[config.mk]
export PLATFORM = sky130hd
export DESIGN_NAME = actmon_top
export DESIGN_NICKNAME = d
export VERILOG_FILES = /design/src/rtl/actmon_pkg.sv /design/src/rtl/actmon_timer.sv /design/src/rtl/actmon_streak.sv /design/src/rtl/actmon_chan.sv /design/src/rtl/actmon_top.sv
export SDC_FILE = /design/constraint.sdc
export NUM_CORES = 2
export LEC_CHECK = 0
export ABC_AREA = 1
export BUFFER_PORTS_ARGS = -buffer_cell sky130_fd_sc_hd__buf_2
export CAP_MARGIN = 0
export CORE_MARGIN = 8
export CORE_UTILIZATION = 23
export CTS_CLUSTER_DIAMETER = 200
export CTS_CLUSTER_SIZE = 12
export DETAILED_ROUTE_END_ITERATION = 8
export PLACE_DENSITY = 0.47
export RECOVER_POWER = 100
export SLEW_MARGIN = 20
export SYNTH_ARGS = -nofsm -noshare
export SYNTH_HDL_FRONTEND = slang
export SYNTH_SLANG_ARGS = --single-unit
[constraint.sdc]
create_clock -name clk -period 8.2 [get_ports clk]
set_clock_uncertainty 0.1 [all_clocks]
set_input_delay 0.41 -clock clk [delete_from_list [all_inputs] [get_ports clk]]
set_output_delay 0.41 -clock clk [all_outputs]
set_load 0.005 [all_outputs]
[src/rtl/actmon_pkg.sv]
package actmon_pkg;
  localparam int DATA_W = 32;
  localparam int RUN_W  = 3;

  // control word field positions (decoded by the channel)
  localparam int CTL_K_LSB      = 10;
  localparam int CTL_PERIODIC   = 18;
  localparam int CTL_AVG_LO_EN  = 20;
  localparam int CTL_AVG_HI_EN  = 21;
  localparam int CTL_LO_NUM_LSB = 23;
  localparam int CTL_HI_NUM_LSB = 26;
  localparam int CTL_LO_EN      = 29;
  localparam int CTL_HI_EN      = 30;
  localparam int CTL_ENABLE     = 31;

  // status flag positions
  localparam int ST_LSB = 28;   // flags occupy [31:28]

  typedef logic [7:0] ofs_t;
  localparam ofs_t OFS_CTRL   = 8'h00;
  localparam ofs_t OFS_UWM    = 8'h04;
  localparam ofs_t OFS_LWM    = 8'h08;
  localparam ofs_t OFS_INIT   = 8'h0C;
  localparam ofs_t OFS_AUWM   = 8'h10;
  localparam ofs_t OFS_ALWM   = 8'h14;
  localparam ofs_t OFS_WEIGHT = 8'h18;
  localparam ofs_t OFS_AVG    = 8'h20;
  localparam ofs_t OFS_STAT   = 8'h24;

  localparam ofs_t OFS_GSTAT  = 8'h00;
  localparam ofs_t OFS_PERIOD = 8'h04;
endpackage

[src/rtl/actmon_timer.sv]
module actmon_timer #(
  parameter int CYC_PER_UNIT = 1000,
  parameter int PER_W        = 8
) (
  input  logic             clk,
  input  logic             rst_n,
  input  logic             period_we,
  input  logic [PER_W-1:0] period_wdata,
  output logic [PER_W-1:0] period_q,
  output logic             tick
);
  localparam int CW = (CYC_PER_UNIT > 1) ? $clog2(CYC_PER_UNIT) : 1;
  localparam logic [CW-1:0] CYC_LAST = CW'(CYC_PER_UNIT - 1);

  logic [CW-1:0]    cyc_q, cyc_d;
  logic [PER_W-1:0] unit_q, unit_d, period_d;
  logic             unit_end;

  always_comb begin
    unit_end = (cyc_q == CYC_LAST);
    tick     = unit_end && (unit_q == period_q);
    cyc_d    = unit_end ? '0 : cyc_q + 1'b1;
    if (tick)          unit_d = '0;
    else if (unit_end) unit_d = unit_q + 1'b1;
    else               unit_d = unit_q;
    period_d = period_q;
    if (period_we) begin
      period_d = period_wdata;
      cyc_d    = '0;
      unit_d   = '0;
    end
  end

  always_ff @(posedge clk or negedge rst_n) begin
    if (!rst_n) begin
      cyc_q    <= '0;
      unit_q   <= '0;
      period_q <= '0;
    end else begin
      cyc_q    <= cyc_d;
      unit_q   <= unit_d;
      period_q <= period_d;
    end
  end
endmodule

[src/rtl/actmon_streak.sv]
module actmon_streak #(
  parameter int NUM_W = 3
) (
  input  logic             clk,
  input  logic             rst_n,
  input  logic             clr,
  input  logic             sample,
  input  logic             hit,
  input  logic [NUM_W-1:0] limit,
  output logic             fire
);
  logic [NUM_W-1:0] run_q, run_d;

  always_comb begin
    fire  = sample && hit && (run_q == limit);
    run_d = run_q;
    if (clr)                 run_d = '0;
    else if (sample) begin
      if (!hit)              run_d = '0;
      else if (fire)         run_d = '0;
      else                   run_d = run_q + 1'b1;
    end
  end

  always_ff @(posedge clk or negedge rst_n) begin
    if (!rst_n) run_q <= '0;
    else        run_q <= run_d;
  end
endmodule

[src/rtl/actmon_chan.sv]
module actmon_chan
  import actmon_pkg::*;
(
  input  logic              clk,
  input  logic              rst_n,
  input  logic              tick,
  input  logic              pulse,
  input  logic              wr_en,
  input  ofs_t              wr_ofs,
  input  logic [DATA_W-1:0] wr_data,
  input  ofs_t              rd_ofs,
  output logic [DATA_W-1:0] rd_data,
  output logic              pending
);
  logic [DATA_W-1:0] ctrl_q, ctrl_d, uwm_q, uwm_d, lwm_q, lwm_d;
  logic [DATA_W-1:0] auwm_q, auwm_d, alwm_q, alwm_d, wgt_q, wgt_d;
  logic [DATA_W-1:0] avg_q, avg_d, cnt_q, cnt_d;
  logic [3:0]        stat_q, stat_d, stat_set, stat_clr;
  logic [DATA_W-1:0] add, cnt_sat, avg_new;
  logic [DATA_W:0]   sum;
  logic signed [DATA_W+1:0] diff, step;
  logic [3:0]        shamt;
  logic              en, sample, hi_hit, lo_hit, hi_fire, lo_fire;

  assign en     = ctrl_q[CTL_ENABLE];
  assign sample = en && ctrl_q[CTL_PERIODIC] && tick;
  assign hi_hit = cnt_q > uwm_q;
  assign lo_hit = cnt_q < lwm_q;

  actmon_streak #(.NUM_W(RUN_W)) u_hi_run (
    .clk(clk), .rst_n(rst_n), .clr(!en), .sample(sample), .hit(hi_hit),
    .limit(ctrl_q[CTL_HI_NUM_LSB +: RUN_W]), .fire(hi_fire)
  );

  actmon_streak #(.NUM_W(RUN_W)) u_lo_run (
    .clk(clk), .rst_n(rst_n), .clr(!en), .sample(sample), .hit(lo_hit),
    .limit(ctrl_q[CTL_LO_NUM_LSB +: RUN_W]), .fire(lo_fire)
  );

  // datapath: weighted count and moving average
  always_comb begin
    add     = pulse ? wgt_q : '0;
    sum     = {1'b0, cnt_q} + {1'b0, add};
    cnt_sat = sum[DATA_W] ? '1 : sum[DATA_W-1:0];
    shamt   = {1'b0, ctrl_q[CTL_K_LSB +: 3]} + 4'd1;
    diff    = $signed({2'b00, cnt_q}) - $signed({2'b00, avg_q});
    step    = diff >>> shamt;
    avg_new = DATA_W'($signed({2'b00, avg_q}) + step);
  end

  // next state
  always_comb begin
    ctrl_d = ctrl_q; uwm_d = uwm_q; lwm_d = lwm_q;
    auwm_d = auwm_q; alwm_d = alwm_q; wgt_d = wgt_q;

    if (!en)         cnt_d = '0;
    else if (sample) cnt_d = add;
    else             cnt_d = cnt_sat;

    avg_d = sample ? avg_new : avg_q;

    stat_set = {hi_fire & ctrl_q[CTL_HI_EN],
                lo_fire & ctrl_q[CTL_LO_EN],
                sample & (avg_new > auwm_q) & ctrl_q[CTL_AVG_HI_EN],
                sample & (avg_new < alwm_q) & ctrl_q[CTL_AVG_LO_EN]};
    stat_clr = '0;

    if (wr_en) begin
      unique case (wr_ofs)
        OFS_CTRL:   ctrl_d   = wr_data;
        OFS_UWM:    uwm_d    = wr_data;
        OFS_LWM:    lwm_d    = wr_data;
        OFS_INIT:   avg_d    = wr_data;
        OFS_AUWM:   auwm_d   = wr_data;
        OFS_ALWM:   alwm_d   = wr_data;
        OFS_WEIGHT: wgt_d    = wr_data;
        OFS_STAT:   stat_clr = wr_data[ST_LSB +: 4];
        default: ;
      endcase
    end
    stat_d = (stat_q & ~stat_clr) | stat_set;
  end

  always_ff @(posedge clk or negedge rst_n) begin
    if (!rst_n) begin
      ctrl_q <= '0; uwm_q <= '0; lwm_q <= '0; auwm_q <= '0; alwm_q <= '0;
      wgt_q  <= '0; avg_q <= '0; cnt_q <= '0; stat_q <= '0;
    end else begin
      ctrl_q <= ctrl_d; uwm_q <= uwm_d; lwm_q <= lwm_d; auwm_q <= auwm_d;
      alwm_q <= alwm_d; wgt_q <= wgt_d; avg_q <= avg_d; cnt_q <= cnt_d;
      stat_q <= stat_d;
    end
  end

  always_comb begin
    unique case (rd_ofs)
      OFS_CTRL:   rd_data = ctrl_q;
      OFS_UWM:    rd_data = uwm_q;
      OFS_LWM:    rd_data = lwm_q;
      OFS_AUWM:   rd_data = auwm_q;
      OFS_ALWM:   rd_data = alwm_q;
      OFS_WEIGHT: rd_data = wgt_q;
      OFS_AVG:    rd_data = avg_q;
      OFS_STAT:   rd_data = {stat_q, {ST_LSB{1'b0}}};
      default:    rd_data = '0;
    endcase
  end

  assign pending = |stat_q;
endmodule

[src/rtl/actmon_top.sv]
module actmon_top
  import actmon_pkg::*;
#(
  parameter int NCH          = 2,
  parameter int CYC_PER_UNIT = 1000,
  parameter int ADDR_W       = 12
) (
  input  logic              clk,
  input  logic              rst_n,
  input  logic [NCH-1:0]    act_pulse,
  input  logic              reg_we,
  input  logic [ADDR_W-1:0] reg_waddr,
  input  logic [DATA_W-1:0] reg_wdata,
  input  logic [ADDR_W-1:0] reg_raddr,
  output logic [DATA_W-1:0] reg_rdata,
  output logic              irq
);
  localparam int PW    = ADDR_W - 8;
  localparam int PER_W = 8;

  logic [PW-1:0]              page_w, page_r;
  ofs_t                       ofs_w, ofs_r;
  logic                       period_we, tick;
  logic [PER_W-1:0]           period_q;
  logic [NCH-1:0]             pend, ch_we;
  logic [NCH-1:0][DATA_W-1:0] ch_rdata;

  assign page_w    = reg_waddr[ADDR_W-1:8];
  assign ofs_w     = reg_waddr[7:0];
  assign page_r    = reg_raddr[ADDR_W-1:8];
  assign ofs_r     = reg_raddr[7:0];
  assign period_we = reg_we && (page_w == '0) && (ofs_w == OFS_PERIOD);

  actmon_timer #(.CYC_PER_UNIT(CYC_PER_UNIT), .PER_W(PER_W)) u_timer (
    .clk(clk), .rst_n(rst_n), .period_we(period_we),
    .period_wdata(reg_wdata[PER_W-1:0]), .period_q(period_q), .tick(tick)
  );

  for (genvar g = 0; g < NCH; g++) begin : g_ch
    assign ch_we[g] = reg_we && (page_w == PW'(g + 1));
    actmon_chan u_ch (
      .clk(clk), .rst_n(rst_n), .tick(tick), .pulse(act_pulse[g]),
      .wr_en(ch_we[g]), .wr_ofs(ofs_w), .wr_data(reg_wdata),
      .rd_ofs(ofs_r), .rd_data(ch_rdata[g]), .pending(pend[g])
    );
  end

  always_comb begin
    reg_rdata = '0;
    if (page_r == '0) begin
      if (ofs_r == OFS_GSTAT)       reg_rdata = DATA_W'(pend);
      else if (ofs_r == OFS_PERIOD) reg_rdata = DATA_W'(period_q);
    end else begin
      for (int i = 0; i < NCH; i++)
        if (page_r == PW'(i + 1)) reg_rdata = ch_rdata[i];
    end
  end

  assign irq = |pend;
endmodule

# Yosys cells after proc, flatten, opt, wreduce, memory -nomap -nowiden
# Index checks and enable logic that the tools add are counted.
# op_classes
mux,45
add_sub_neg,14
order_cmp,8
eq_ne,26
n_reduce_logical,37
shifts,2
n_mul,0
bitwise,18
n_div,0
# ops
cell,count
$mux 32,17
$pmux 32 s8,2
$gt 32x32->1,4
$lt 32x32->1,4
$sshr 34x4->32,2
$add 32x32->33,2
$sub 32x32->33,2
$add 32x32->32,2
$eq 8x5->1 const B,6
$mux 3,16
$mux 8,5
$eq 8x4->1 const B,3
$eq 8x6->1 const B,3
$reduce_and 2->1,12
$mux 10,2
$logic_and 1x1->1,17
$eq 8x3->1 const B,2
$logic_not 8->1,2
$add 3x1->3 const B,4
$and 1x1->1,12
$eq 3x3->1,4
$mux 4,3
$add 10x1->10 const B,1
$eq 10x10->1 const B,1
other kinds (13),22
# word_totals
latchBits,0
elab_cells,175
out_inout_bits,33
ff_bits,558
romBits,0
ramBits,0
memories,0

# Depth between registers and ports, before layout
# depth
word_depth,9
mapped_depth,44
mapped_depth_nobuf,44

# Modules after synthesis
# Synthesis repeated with hierarchy kept, for this count alone.
# unflattened
cells_unflattened,6359
hier_area_um2,45249.6
# modules_own_cells
module,area_per_inst_um2,cells_each,n_inst
actmon_chan (g_ch[1].u_ch),21077.7,2934,1
actmon_chan (g_ch[0].u_ch),21012.7,2904,1
actmon_timer,1450.1,191,1
actmon_streak,240.2,40,4
actmon_top,748.2,170,1

# Worst setup path after synthesis
# OpenSTA, ideal clock, no wires.
# synth_timing
path_type,flip-flop to flip-flop
from,register g_ch[1].u_ch.cnt_q[0]
to,register g_ch[1].u_ch.stat_q[1]
t_arrival_ps,5529
slack_ps,2450
path_buffers,0
setup_time_ps,121
stages_incl_launch_ff,41
path_cell_list,dfrtp_1 inv_1 ha_1 fa_1 o21ai_2 nand2_1 nand2_1 inv_1 o21ai_1 xor2_1 nand2_1 o21ai_0 nand2_1 nand2_1 o21ai_0 o21ai_0 ha_1 inv_1 (+5 left out) inv_1 nand2_1 nand2_1 nand2_1 o21ai_2 nand2_1 nand2_1 nand2_1 and2_1 ha_1 nand2_1 nor3_1 inv_1 or4_1 o31ai_1 nor2_1 nand2_1 nand2_1
# synth_via
elab_chain_len,7
# synth_lines
element,line,text
"start, declared",actmon_chan.sv:17,"logic [DATA_W-1:0] avg_q, avg_d, cnt_q, cnt_d;"
"start signal, assigned",actmon_chan.sv:90,alwm_q <= alwm_d; wgt_q <= wgt_d; avg_q <= avg_d; cnt_q <= cnt_d;
$sub 32x32->33,actmon_chan.sv:46,"diff = $signed({2'b00, cnt_q}) - $signed({2'b00, avg_q});"
$sshr 34x4->32,actmon_chan.sv:47,step = diff >>> shamt;
$add 32x32->32,actmon_chan.sv:48,"avg_new = DATA_W'($signed({2'b00, avg_q}) + step);"
$gt 32x32->1,actmon_chan.sv:64,"sample & (avg_new > auwm_q) & ctrl_q[CTL_AVG_HI_EN],"
$and 1x1->1 (2 in series),actmon_chan.sv:64,
$or 4x4->4,actmon_chan.sv:81,stat_d = (stat_q & ~stat_clr) | stat_set;
net g_ch[1].u_ch.stat_d[1],actmon_chan.sv:18,"logic [3:0] stat_q, stat_d, stat_set, stat_clr;"
"end signal, assigned",actmon_chan.sv:91,stat_q <= stat_d;
"end, declared",actmon_chan.sv:18,
# The timed path passes the listed nets, and every way through them passes these cells.
# A chain may end at the register's enable or synchronous reset.

# Worst setup path after layout
# layout_timing
from,register g_ch[1].u_ch.avg_q[0]
to,register g_ch[1].u_ch.stat_q[1]
# layout_via
elab_chain_len,7
# layout_lines
element,line
"start, declared",actmon_chan.sv:17
"start signal, assigned",actmon_chan.sv:90
$sub 32x32->33,actmon_chan.sv:46
$sshr 34x4->32,actmon_chan.sv:47
$add 32x32->32 (*),actmon_chan.sv:48
$gt 32x32->1 (*),actmon_chan.sv:64
$and 1x1->1 (*) (2 in series),actmon_chan.sv:64
$or 4x4->4 (*),actmon_chan.sv:81
net g_ch[1].u_ch.stat_d[1],actmon_chan.sv:18
# The timed path passes the listed nets; every way through them passes the cells marked *.

==> metrics.txt <==
# TYPE chip_impl_metric gauge
chip_impl_info{name="outcome",value="finished with violations"} 1
chip_impl_info{name="failed_checks",value="max-capacitance violations, max-slew violations"} 1
chip_impl_info{name="worst_r2r_startpoint",value="g_ch[1].u_ch.avg_q[0]$_DFF_PN0_"} 1
chip_impl_metric{name="grtUsageTotal",unit="%"} 18.2
chip_impl_metric{name="antenna_violations_before_repair",unit=""} 4
chip_impl_metric{name="timing.final.crit_share",unit="%"} 90.0
chip_impl_info{name="yosys_most_used_dff",value="dfrtp_1"} 1
chip_impl_metric{name="routedWlPerCell",unit="um"} 22.6
chip_impl_info{name="hold_class",value="in -> reg"} 1
chip_impl_metric{name="core_area",unit="mm^2"} 0.192
chip_impl_info{name="synth_common_cells",value="nand2_1 (1399), inv_1 (737), o21ai_0 (720)"} 1
chip_impl_info{name="setup.worst_path.class",value="reg -> reg"} 1
chip_impl_metric{name="cts.reportedPaths.clkPinSlew",unit="ns"} 0.07
chip_impl_metric{name="drv.max_cap_violation_count",unit=""} 21
chip_impl_metric{name="arrival",unit="ns"} 7.83
chip_impl_metric{name="final-instance-count-excl-fill",unit=""} 8635
chip_impl_metric{name="hpwl",unit="mm"} 150
chip_impl_metric{name="yosys_warnings",unit=""} 0
chip_impl_metric{name="post-route-cell-area",unit="mm^2"} 0.0487
chip_impl_metric{name="cts_resized",unit=""} 0
chip_impl_info{name="synth.most_common_cell",value="nand2_1"} 1
chip_impl_metric{name="relSlewSlack",unit="%"} -263
chip_impl_metric{name="synth_area",unit="mm^2"} 0.0443
chip_impl_metric{name="ir_drop",unit="mV"} 0.138
chip_impl_metric{name="die-height",unit="um"} 455
chip_impl_metric{name="grt_first_pass_wirelength",unit="mm"} 286
chip_impl_metric{name="place.port_buffers",unit=""} 93
chip_impl_metric{name="post_cts_buffers",unit=""} 0
chip_impl_metric{name="fin_tns_setup",unit="ns"} 0
chip_impl_metric{name="route.detailed.drc",unit=""} 0
chip_impl_info{name="min_from",value="reg_wdata[31]"} 1
chip_impl_metric{name="asyncSetResetFlopFracSynth",unit="%"} 100
chip_impl_metric{name="synthesis.instances",unit=""} 6144
chip_impl_metric{name="synth_top_area_share",unit="%"} 31.5
chip_impl_metric{name="final-max-slew-violation-count",unit=""} 1223
chip_impl_info{name="synthDominantAreaCellType",value="dfrtp_1"} 1
chip_impl_metric{name="power.leakage",unit="nW"} 22.2
chip_impl_metric{name="cts_max_level",unit=""} 2
chip_impl_info{name="critical_path.endpoint_type",value="register"} 1
chip_impl_info{name="critical_path.startpoint_type",value="register"} 1
chip_impl_metric{name="detailedRoute.firstPassIterationCount",unit=""} 6
chip_impl_metric{name="area_growth",unit="%"} 9.87
chip_impl_metric{name="pre_cts_ws",unit="ns"} 1.19
chip_impl_metric{name="postPlaceCellArea",unit="mm^2"} 0.0476
chip_impl_metric{name="nNetsFinal",unit=""} 6620
chip_impl_info{name="crit_family",value="compound AO/OA/AOI/OAI gates"} 1
chip_impl_metric{name="yosysUniqueCellTypes",unit=""} 73
chip_impl_metric{name="worst-path-buf-inv",unit=""} 5
chip_impl_metric{name="grt_start_max_net_pins",unit=""} 126
chip_impl_metric{name="clock_sinks",unit=""} 558
chip_impl_metric{name="antenna_violating_nets_left",unit=""} 0
chip_impl_info{name="rsz0062_at_grt",value="no"} 1
chip_impl_metric{name="ratio_of_total_power_to_cell_area",unit="mW/mm^2"} 118
chip_impl_metric{name="timing.final.crit_period",unit="ns"} 7.38
chip_impl_metric{name="worst_path_largest_cell_delay",unit="ns"} 0.55
chip_impl_metric{name="via_per_inst",unit=""} 5.02
chip_impl_metric{name="detailroute.via_count",unit=""} 43388
chip_impl_metric{name="post-route-util",unit="%"} 25.4
chip_impl_metric{name="floorplan.initialDensity",unit="%"} 23.1
chip_impl_metric{name="p_total",unit="mW"} 5.75
chip_impl_metric{name="ys_seq_elements",unit=""} 558
chip_impl_metric{name="wirelength",unit="mm"} 195
chip_impl_metric{name="timing.hold.ws",unit="ns"} 0.0822
chip_impl_metric{name="final_report_hold_violation_count",unit=""} 0
chip_impl_info{name="worst_path_most_repeated_cell",value="nand2_1"} 1
chip_impl_info{name="cts_root_buf",value="clkbuf_16"} 1
chip_impl_metric{name="chipWidth",unit="um"} 455
chip_impl_metric{name="finalSetupViolations",unit=""} 0
chip_impl_metric{name="crit_required",unit="ns"} 8.64
chip_impl_info{name="worst_setup_path_startpoint",value="g_ch[1].u_ch.avg_q[0]$_DFF_PN0_"} 1
chip_impl_metric{name="synth_sequential_area_ratio",unit="%"} 31.5
chip_impl_metric{name="critical_path_peak_fanout",unit=""} 4
chip_impl_metric{name="syn_nets",unit=""} 6661
chip_impl_metric{name="overflow",unit=""} 0
chip_impl_metric{name="synth_enable_flop_cells",unit=""} 0
chip_impl_metric{name="max_slew.worst_pin.slew",unit="ns"} 5.45
chip_impl_metric{name="rows",unit=""} 161
chip_impl_metric{name="max_freq",unit="GHz"} 0.135
chip_impl_metric{name="dr.first_iter.drc_count",unit=""} 3750
chip_impl_info{name="cts_tree",value="done"} 1
chip_impl_metric{name="layout_setup_ws",unit="ns"} 0.816
chip_impl_metric{name="numPlacedInstances",unit=""} 8564
chip_impl_metric{name="gpl.final_weighted_congestion",unit=""} 0.970
chip_impl_metric{name="die_outline_area",unit="mm^2"} 0.207
chip_impl_metric{name="ctsLongestPathBuffers",unit=""} 3
chip_impl_metric{name="pin_count",unit=""} 94
chip_impl_info{name="critical_path.slowest_cell",value="o21ai_0"} 1
chip_impl_metric{name="cts_buffers",unit=""} 52
chip_impl_metric{name="layout-drive-gt1-share",unit="%"} 4.18
chip_impl_info{name="main_area_contributors_after_synthesis",value="dfrtp_1 (31%), ha_1 (13%), nand2_1 (12%)"} 1
chip_impl_metric{name="syn_avg_cell_area",unit="um^2"} 7.22
chip_impl_metric{name="worst_skew_pair.late_latency",unit="ns"} 0.67
chip_impl_metric{name="grt_pass1_vias",unit=""} 42105
[tightest hold or removal path, delay by kind of cell]
family	cells	cell delay, ns
buffers and inverters	1	0.21
AND/OR/NAND/NOR	2	0.16
[cells in the final DEF (no fill, tap or decap), types with 21 or more instances in the layout]
cell type  synthesis  layout
nand2_1         1399    1399
inv_1            737     738
o21ai_0          720     736
dfrtp_1          558     557
a21oi_1          502     507
ha_1             450     450
nand3_1          340     338
nor2_1           280     278
xor2_1            91      89
xnor2_1           73      73
buf_2             32      64
a31oi_1           63      63
o22ai_1           57      57
nor3_1            54      53
clkbuf_16          0      53
a221oi_1          51      51
nand4_1           48      48
clkbuf_1         212      48
o211ai_1          46      46
o221ai_1          39      39
buf_4              0      38
a22oi_1           28      28
o21a_1            27      27
nor4_1            27      27
o21ai_1           32      25
a211oi_1          24      25
a21o_1            22      22
o2111ai_1         21      21
[final timing paths]
kind	slack, ns	end	cells past startpoint
worst max register to register	0.82	g_ch[1].u_ch.stat_q[1]$_DFF_PN0_	40
worst max-delay path	0.82	g_ch[1].u_ch.stat_q[1]$_DFF_PN0_	40
worst min register to register	0.37	u_timer.cyc_q[0]$_DFF_PN0_	1
min in group asynchronous	2.13	g_ch[0].u_ch.cnt_q[26]$_DFF_PN0_	2
max in group asynchronous	1.57	g_ch[1].u_ch.lwm_q[19]$_DFFE_PN0P_	3
worst min-delay path	0.08	g_ch[0].u_ch.avg_q[31]$_DFF_PN0_	3
[sequential cells by signal, summed over array words and instances, names as in the netlist]
signal                    count
g_ch.u_ch.alwm_q             64
g_ch.u_ch.cnt_q              64
g_ch.u_ch.stat_q              8
u_timer.cyc_q                10
g_ch.u_ch.lwm_q              64
u_timer.unit_q                8
g_ch.u_ch.u_lo_run.run_q      6
g_ch.u_ch.uwm_q              64
g_ch.u_ch.auwm_q             64
g_ch.u_ch.wgt_q              64
u_timer.period_q              8
g_ch.u_ch.u_hi_run.run_q      6
g_ch.u_ch.ctrl_q             64
g_ch.u_ch.avg_q              64
[cell type report]
class                      instances  area, um^2
fill                           21373      143000
multi-input combinational       4575       26500
sequential                       558       14000
tap                             2526        3160
inverter                         750        2820
clock buffer                      54        1330
timing repair buffer             166         940
clock inverter                     3        26.3
antenna                            3        7.51
[cell families after synthesis]
family,after synthesis,synth area share (%)
simple gates,2220,21.0
compound gates,1730,22.6
buf+inv,1011,8.65
flops,558,31.5
fa+ha+maj,456,13.0
xor+xnor,164,3.24
mux,5,0.113
[repair_timing]
| item | in CTS | in global routing |
|---|---|---|
| endpoints found under the setup margin | 0 | 0 |
| endpoints found under the hold margin | 92 | 0 |
| hold buffers | 11 | 0 |
[report_power, final]
group,switching [mW],total [mW],internal (mW)
combinational,0.447,0.631,0.183
clock,1.18,2.32,1.14
sequential,0.0199,2.80,2.78
total,1.65,5.75,4.10
[per-layer routing]
layer | global-route usage, % | part of all wire (%) | wire length, um | vias up
li1 | - | - | - | 20806
met1 | 24.0 | 44 | 85300 | 20914
met2 | 30.6 | 47 | 90900 | 1390
met3 | 2.11 | 5.4 | 10500 | 278
met4 | 6.81 | 4.3 | 8440 | 0
met5 | 0 | 0 | 0 | -
No activity file was read; power rests on OpenSTA's default activity.
